--- config.mk ---
export PLATFORM = sky130hd
export DESIGN_NAME = sysexc_pend_ctl
export DESIGN_NICKNAME = d
export VERILOG_FILES = /design/src/rtl/sysexc_pkg.sv /design/src/rtl/sysexc_wr_decode.sv /design/src/rtl/sysexc_pend_bit.sv /design/src/rtl/sysexc_status_pack.sv /design/src/rtl/sysexc_pend_ctl.sv
export SDC_FILE = /design/constraint.sdc
export NUM_CORES = 1
export LEC_CHECK = 0
export ABC_AREA = 1
export ABC_CLOCK_PERIOD_IN_PS = 1800
export BUFFER_PORTS_ARGS = -buffer_cell sky130_fd_sc_hd__buf_2
export CORE_MARGIN = 4
export CORE_UTILIZATION = 24
export DETAILED_ROUTE_END_ITERATION = 16
export PLACE_DENSITY_LB_ADDON = 0.05
export SLEW_MARGIN = 10
export SYNTH_ARGS = -nofsm -noshare
export SYNTH_HDL_FRONTEND = slang
export SYNTH_SLANG_ARGS = --single-unit
--- constraint.sdc ---
create_clock -name clk -period 1.8 [get_ports clk]
set_clock_uncertainty 0.1 [all_clocks]
set_input_delay 0.09 -clock clk [delete_from_list [all_inputs] [get_ports clk]]
set_output_delay 0.09 -clock clk [all_outputs]
set_load 0.02 [all_outputs]
--- src/rtl/sysexc_pkg.sv ---
package sysexc_pkg;

    parameter int WORD_W  = 32;
    parameter int VEC_W   = 9;
    parameter int NUM_EXC = 3;

    // write-side command bits
    localparam int NMI_SET_BIT  = 31;
    localparam int SVC_SET_BIT  = 28;
    localparam int SVC_CLR_BIT  = 27;
    localparam int TICK_SET_BIT = 26;
    localparam int TICK_CLR_BIT = 25;

    // read-side field positions
    localparam int ACT_LSB  = 0;
    localparam int RTB_BIT  = 11;
    localparam int PVEC_LSB = 12;
    localparam int EXTP_BIT = 22;

    typedef enum int unsigned {
        EXC_NMI  = 0,
        EXC_SVC  = 1,
        EXC_TICK = 2
    } exc_e;

    typedef struct packed {
        logic [NUM_EXC-1:0] set;
        logic [NUM_EXC-1:0] clr;
    } pend_cmd_t;

    typedef struct packed {
        logic [VEC_W-1:0] act_vec;
        logic             act_single;
        logic [VEC_W-1:0] pend_vec;
        logic             ext_pend;
    } vec_info_t;

    function automatic logic [WORD_W-1:0] pack_status(vec_info_t v, logic [NUM_EXC-1:0] pend);
        logic [WORD_W-1:0] w;
        w = '0;
        w[ACT_LSB +: VEC_W]  = v.act_vec;
        w[RTB_BIT]           = (v.act_vec == '0) | v.act_single;
        w[PVEC_LSB +: VEC_W] = v.pend_vec;
        w[EXTP_BIT]          = v.ext_pend;
        w[NMI_SET_BIT]       = pend[EXC_NMI];
        w[SVC_SET_BIT]       = pend[EXC_SVC];
        w[TICK_SET_BIT]      = pend[EXC_TICK];
        return w;
    endfunction

endpackage

--- src/rtl/sysexc_wr_decode.sv ---
module sysexc_wr_decode
    import sysexc_pkg::*;
(
    input  logic              wr_en,
    input  logic [WORD_W-1:0] wr_data,
    input  logic              tick_req,
    input  logic [NUM_EXC-1:0] hw_clr,
    output pend_cmd_t         cmd
);
    logic sw_nmi_set, sw_svc_set, sw_svc_clr, sw_tick_set, sw_tick_clr;
    logic unused_bits;

    assign sw_nmi_set  = wr_en & wr_data[NMI_SET_BIT];
    assign sw_svc_set  = wr_en & wr_data[SVC_SET_BIT];
    assign sw_svc_clr  = wr_en & wr_data[SVC_CLR_BIT];
    assign sw_tick_set = wr_en & wr_data[TICK_SET_BIT];
    assign sw_tick_clr = wr_en & wr_data[TICK_CLR_BIT];
    assign unused_bits = ^{wr_data[30:29], wr_data[24:0]};

    always_comb begin
        cmd = '0;
        cmd.set[EXC_NMI]  = sw_nmi_set;
        cmd.set[EXC_SVC]  = sw_svc_set;
        cmd.set[EXC_TICK] = sw_tick_set | tick_req;
        cmd.clr[EXC_NMI]  = hw_clr[EXC_NMI];
        cmd.clr[EXC_SVC]  = hw_clr[EXC_SVC] | sw_svc_clr;
        cmd.clr[EXC_TICK] = hw_clr[EXC_TICK] | sw_tick_clr;
    end

endmodule

--- src/rtl/sysexc_pend_bit.sv ---
module sysexc_pend_bit (
    input  logic clk,
    input  logic rst,
    input  logic set_i,
    input  logic clr_i,
    output logic pend_o
);
    // set has precedence over clear
    always_ff @(posedge clk) begin
        if (rst)
            pend_o <= 1'b0;
        else if (set_i)
            pend_o <= 1'b1;
        else if (clr_i)
            pend_o <= 1'b0;
    end
endmodule

--- src/rtl/sysexc_status_pack.sv ---
module sysexc_status_pack
    import sysexc_pkg::*;
(
    input  vec_info_t          vinfo,
    input  logic [NUM_EXC-1:0] pend,
    output logic [WORD_W-1:0]  word
);
    assign word = pack_status(vinfo, pend);
endmodule

--- src/rtl/sysexc_pend_ctl.sv ---
module sysexc_pend_ctl
    import sysexc_pkg::*;
(
    input  logic              clk,
    input  logic              rst,
    input  logic              wr_en,
    input  logic [31:0]       wr_data,
    input  logic              tick_req,
    input  logic [2:0]        hw_clr,
    input  logic [8:0]        act_vec,
    input  logic              act_single,
    input  logic [8:0]        top_pend_vec,
    input  logic              ext_pend_any,
    output logic [31:0]       status_word,
    output logic              pend_nmi,
    output logic              pend_svc,
    output logic              pend_tick
);
    pend_cmd_t          cmd;
    logic [NUM_EXC-1:0] pend;
    vec_info_t          vinfo;

    sysexc_wr_decode u_dec (
        .wr_en    (wr_en),
        .wr_data  (wr_data),
        .tick_req (tick_req),
        .hw_clr   (hw_clr),
        .cmd      (cmd)
    );

    for (genvar i = 0; i < NUM_EXC; i++) begin : g_pend
        sysexc_pend_bit u_bit (
            .clk    (clk),
            .rst    (rst),
            .set_i  (cmd.set[i]),
            .clr_i  (cmd.clr[i]),
            .pend_o (pend[i])
        );
    end

    always_comb begin
        vinfo.act_vec    = act_vec;
        vinfo.act_single = act_single;
        vinfo.pend_vec   = top_pend_vec;
        vinfo.ext_pend   = ext_pend_any;
    end

    sysexc_status_pack u_pack (
        .vinfo (vinfo),
        .pend  (pend),
        .word  (status_word)
    );

    assign pend_nmi  = pend[EXC_NMI];
    assign pend_svc  = pend[EXC_SVC];
    assign pend_tick = pend[EXC_TICK];

endmodule

==> results of run 1 <==
-- layer usage --
metal  track usage, %  vias to the layer above  routed length [um]
met5                0                        -                   0
met4            4.739                        0                   0
met3            4.587                        0                 176
met2            8.259                       37                 335
met1            4.936                      127                 259
li1                 -                      177                   -
-- how the worst max path moves through the flow --
| stage | to | slack (ps) | cells after the start |
|---|---|---|---|
| after floorplan | g_pend[2].u_bit.pend_o | 980 | 2 |
| final | status_word[31] | 870 | 1 |
| after CTS | status_word[31] | 840 | 1 |
| after global routing | status_word[31] | 820 | 1 |
| after global placement | status_word[11] | 910 | 7 |
| after detailed placement | status_word[11] | 910 | 7 |
-- power by group --
group	total, uW	switching, uW	internal [uW]
Combinational	101	63.7	37.1
Sequential	73.7	2.68	71.0
Clock	116	33.5	83.0
Total	291	99.9	191
-- cell type report --
class / count / area (um^2) / share of cell area [%]
multi-input combinational: 29 / 127.6 / 28.49
tap: 16 / 20.02 / 4.469
clock buffer: 4 / 26.28 / 5.866
sequential: 3 / 60.06 / 13.41
inverter: 5 / 18.77 / 4.190
timing repair buffer: 38 / 195.2 / 43.58
-- logic make-up after synthesis --
logic type | after synthesis | share of synthesized area (%)
and+or+nand+nor | 16 | 17.12
AOI/OAI and AO/OA | 4 | 5.810
DFF | 3 | 14.68
buffers and inverters | 36 | 61.47
other | 1 | 0.9166
-- per-stage QoR --
stage	total power [uW]	cells	hold slack, ps	util [%]	instance area (um^2)
after floorplan	197.0	68	52.44	-	439.2
after global placement	175.2	90	80.14	26.40	411.6
after detailed placement	174.4	90	80.14	26.40	411.6
after CTS	299.0	95	1.333	28.73	447.9
after global routing	310.0	95	15.03	28.73	447.9
final	291.0	95	12.35	28.73	447.9
-- cells in the final DEF, fill, tap and decap left out --
| cell | count |
|---|---|
| nand3b_1 | 2 |
| a21oi_2 | 1 |
| conb_1 | 9 |
| inv_1 | 5 |
| dlygate4sd3_1 | 1 |
| and2_0 | 1 |
| nand2_1 | 9 |
| buf_2 | 37 |
| dfxtp_1 | 3 |
| clkbuf_4 | 3 |
| nor2_1 | 4 |
| clkbuf_1 | 1 |
| a21oi_1 | 3 |
-- repair_timing --
| action | in CTS | in global routing |
|---|---|---|
| hold buffers | 1 | 0 |
| endpoints found under the setup margin | 0 | 0 |
| endpoints found under the hold margin | 3 | 0 |
==> impl_metrics.toml, run 1 <==
[run_status]
status = "finished, final reports clean"

[global_routing]
grt_pass1_wl_mm = 1.041
grt_max_degree = 6
grt_pass1_vias = 272
antenna_found_initial = 0
gr-total-overflow = 0
grt_util_all_layers_pct = 5.651

[worst_setup_path]
arrival_ps = 740
start_kind = "flop"
cp_data_required_time_ps = 1610
r2r_setup_slack_ps = 1090
crit_fanout = 3
startpoint = "g_pend[0].u_bit.pend_o"
path_cells = "buf_2"
critPathCaptureType = "output pin"
rr_worst_depth = 2
crit_path_max_incr_delay_ps = 340
critPathKind = "reg -> out"
crit_buf_inv = 1
r2r-end = "g_pend[2].u_bit.pend_o"
crit_family = "flip-flops"
r2r-start = "g_pend[2].u_bit.pend_o"
cp_slowest_cell = "dfxtp_1"

[cts]
clock_path_buffers = 2
cts_resized = 0
root_buffer = "clkbuf_4"
cts_tree = "done"
clkTransAtPathRegs_ps = 40
cts.sinks = 3
cts.htree.levels = 1
clkLatencyLatePin_ps = 230
cts_setup_buffers = 0
cts-buffers-inserted = 3

[floorplan]
die-area_um2 = 2430
io_pins = 94
initial_utilization_pct = 26.24
num_rows = 14
design.core.area_um2 = 1559
die_w_um = 49.29
die_h_um = 49.29

[place]
place_ws_ps = 914.4
dpl.hpwl_um = 669.8
gp_congestion = 0.6127
portBuffers = 37

[detailed_routing]
vias = 341
drtIter0Drc = 1
avgRoutedWirePerCell_um = 8.126
first_pass_iters = 2
drc_errors = 0
ant_nets = 0
routed_wl_um = 772
vias_per_cell = 3.589

[yosys]
synth.avg_cell_area_um2 = 6.819
yosys.area.top_type = "buf_4"
synth.top_cell.area_share_pct = 56.88
synth_most_common_cell = "buf_4"
ys_seq_area_share_pct = 14.68
synth_ff_type = "dfxtp_1"
yosysWarnings = 0
synth-edff-count = 0
netlist_area_um2 = 409.1
yosys-top-cells-area = "buf_4 (57%), dfxtp_1 (15%), nand2_1 (8.3%), inv_1 (4.6%), a21oi_1 (3.7%)"
async_reset_ff_share_pct = 0
syn-instance-count = 60
netlist-cell-type-count = 10
yosys_register_bits = 3
synth_commonest_cells = "buf_4 (31), nand2_1 (9), inv_1 (5)"

[sta]
finalSetupViolCount = 0
rsz0062_at_grt = "false"
tns_ps = 0
finalWorstSetupSlack_ps = 865.6
max_freq_mhz = 1070
finalCriticalPeriod_ps = 934.4
hold_viol = 0
fin_crit_sh_pct = 51.91
slew_violations = 0

[hold_path]
hold_path_startpoint = "hw_clr[0]"
hold_path_end = "g_pend[0].u_bit.pend_o"
min_path_cells = 4
hold_class = "in -> reg"

[layout]
fillers = 184
layout.nets = 139
final_layout_size_suffix_gt1_share_pct = 51.90
reg.largest.list = "g_pend.u_bit.pend_o (3)"
regMostFlops = "g_pend.u_bit.pend_o"
largest_reg_flops = 3
diodes = 0
area_growth_pct = 9.480

[power_and_ir_drop]
p_leak_uw = 0.0002860
ir_worst_vdd_v = 0.0002396
p_per_area_nw_per_um2 = 649.7

[run]
maxCapViolCount = 0
No activity file was read; power rests on OpenSTA's default activity.
==> run 2: changes to the inputs <==
--- a/config.mk
+++ b/config.mk
@@ -5,11 +5,11 @@
 export SDC_FILE = /design/constraint.sdc
 export NUM_CORES = 1
 export LEC_CHECK = 0
-export ABC_AREA = 1
-export ABC_CLOCK_PERIOD_IN_PS = 1800
+export ABC_AREA = 0
+export ABC_CLOCK_PERIOD_IN_PS = 900
 export BUFFER_PORTS_ARGS = -buffer_cell sky130_fd_sc_hd__buf_2
 export CORE_MARGIN = 4
-export CORE_UTILIZATION = 24
+export CORE_UTILIZATION = 21
 export DETAILED_ROUTE_END_ITERATION = 16
 export PLACE_DENSITY_LB_ADDON = 0.05
 export SLEW_MARGIN = 10
==> constraint.sdc (replaced) <==
create_clock -name clk -period 0.9 [get_ports clk]
set_clock_uncertainty 0.1 [all_clocks]
set_input_delay 0.045 -clock clk [delete_from_list [all_inputs] [get_ports clk]]
set_output_delay 0.045 -clock clk [all_outputs]
set_load 0.02 [all_outputs]
==> impl_metrics.toml, run 2 <==
[run_status]
status = "finished, final reports clean"

[hold_path]
min_path_cells = 4
hold_path_end = "g_pend[2].u_bit.pend_o"
hold_path_startpoint = "wr_data[25]"
hold_class = "in -> reg"

[yosys]
synth_most_common_cell = "buf_4"
yosys-top-cells-area = "buf_4 (62%), dfxtp_1 (16%), a21oi_1 (4.0%), nand2_1 (3.0%), a31o_1 (2.3%)"
synth_ff_type = "dfxtp_1"
netlist-cell-type-count = 13
synth.top_cell.area_share_pct = 61.79
ys_seq_area_share_pct = 15.95
synth_commonest_cells = "buf_4 (31), a21oi_1 (3), dfxtp_1 (3), nand2_1 (3), nor2_1 (2)"
synth_top_family_by_area = "buffers and inverters"
synth_compound_area_share_pct = 8.638
synth-simple-area-share_pct = 11.63
yosys_register_bits = 3
syn-instance-count = 50
synth-edff-count = 0
async_reset_ff_share_pct = 0
synthAdderAreaFrac_pct = 0
yosysWarnings = 0
netlist_area_um2 = 376.6
synth.avg_cell_area_um2 = 7.532
yosys.area_share.xor_xnor_pct = 0
muxShareOfSynthArea_pct = 0
yosys.area.top_type = "buf_4"

[layout]
area_growth_pct = 72.09
seqCellArea_um2 = 65.06
regMostFlops = "g_pend.u_bit.pend_o"
fillers = 182
largest_reg_flops = 3
utilization_pct = 37.95
final_common_cell = "buf_2"
final_layout_size_suffix_gt1_share_pct = 50.59
multi_input_area_um2 = 123.9
reg.largest.list = "g_pend.u_bit.pend_o (3)"
finalNonFillerCells = 110
layout_common_cells = "buf_2 (28), dlygate4sd3_1 (17), conb_1 (9), buf_6 (4), buf_4 (4)"
layout.nets = 145
diodes = 0

[sta]
hold_viol = 0
whs_ps = 2.107
rsz0062_at_grt = "true"
slew_violations = 0
finalSetupViolCount = 0
finalCriticalPeriod_ps = 870.6
fin_crit_sh_pct = 96.73
max_freq_mhz = 1149
tns_ps = 0

[cts]
cts.htree.levels = 1
clkLatencyLatePin_ps = 230
clkTransAtPathRegs_ps = 30
cts_tree = "done"
root_buffer = "clkbuf_4"
clock_path_buffers = 2
cts.sinks = 3
cts_setup_buffers = 0
cts-buffers-inserted = 3

[worst_setup_path]
r2r_setup_slack_ps = 120
crit_path_max_incr_delay_ps = 340
rr_worst_depth = 2
cp_data_required_time_ps = 750
critPathCaptureType = "output pin"
start_kind = "flop"
critPathKind = "reg -> out"
r2r-end = "g_pend[1].u_bit.pend_o"
cp_slowest_cell = "dfxtp_1"
r2r-start = "g_pend[1].u_bit.pend_o"
crit_family = "flip-flops"
path_cells = "buf_4"
arrival_ps = 730
crit_fanout = 3
crit_buf_inv = 1

[floorplan]
num_rows = 15
design.core.area_um2 = 1708
io_pins = 94
initial_utilization_pct = 22.05
die_w_um = 50.35
die_h_um = 50.35
die-area_um2 = 2535

[power_and_ir_drop]
power_uw = 689.3
ir_worst_vdd_v = 0.0005277
p_per_area_nw_per_um2 = 1063
p_leak_uw = 0.0003387

[place]
dpl.hpwl_um = 711.6
dp.cells = 89
gp_congestion = 0.5781
portBuffers = 37

[global_routing]
grt_pass1_vias = 359
grt_util_all_layers_pct = 8.195
grt_max_degree = 6
antenna_found_initial = 0
gr-total-overflow = 0
grt_pass1_wl_mm = 1.504

[detailed_routing]
avgRoutedWirePerCell_um = 9.573
routed_wl_mm = 1.053
ant_nets = 0
drc_errors = 0
drtIter0Drc = 0
first_pass_iters = 1
wl_met2_um = 553
vias_per_cell = 3.655
highest_layer = "met3"
met3_length_um = 160
vias = 402
m1WireLength_um = 340

[run]
maxCapViolCount = 0
[run 2: how the worst max path moves through the flow]
stage	from	slack, ps	end	depth (start not counted)
global placement	act_vec[4]	-40	status_word[11]	4
global route	g_pend[0].u_bit.pend_o	-20	status_word[31]	1
finish	g_pend[0].u_bit.pend_o	30	pend_nmi	1
detailed placement	act_vec[4]	-8	status_word[11]	4
floorplan	g_pend[1].u_bit.pend_o	90	g_pend[1].u_bit.pend_o	2
CTS	g_pend[1].u_bit.pend_o	-10	status_word[28]	1
[run 2: per-stage QoR]
stage | setup slack (ps) | area [um^2]
after floorplan | 93.43 | 406.6
after global placement | -35.73 | 390.4
after detailed placement | -7.971 | 390.4
after CTS | -11.49 | 608.1
after global routing | -24.42 | 648.1
final | 29.39 | 648.1
[run 2: routing by layer]
layer	GRT usage, %	vias to the layer above
met2	13.48	38
met5	0	-
met4	4.036	0
met1	7.308	175
met3	6.231	0
li1	-	189
[run 2: cell families (layout without fill, tap and decap cells)]
family,count (synthesis),in the layout
AOI/OAI and AO/OA,5,5
other,1,9
and+or+nand+nor,9,9
DFF,3,3
buffers and inverters,32,59
[run 2: cell type report]
type	instances	area share (%)
Clock buffer	4	4.054
Multi-Input combinational cell	23	19.11
Sequential cell	3	10.04
Tap cell	25	4.826
Timing Repair Buffer	54	61.39
Inverter	1	0.5792
[run 2: power breakdown]
part           switching [uW]  internal [uW]  leakage (uW)
clock network            64.0            166     0.0000150
registers                7.65            141     0.0000257
logic                     171            140      0.000298
[run 2: timing repair]
action                                 CTS  global route
setup endpoints to repair                5            10
pin swaps                                0             5
endpoints found under the hold margin   13             0
hold buffers                            18             0
resized for setup                        3            14
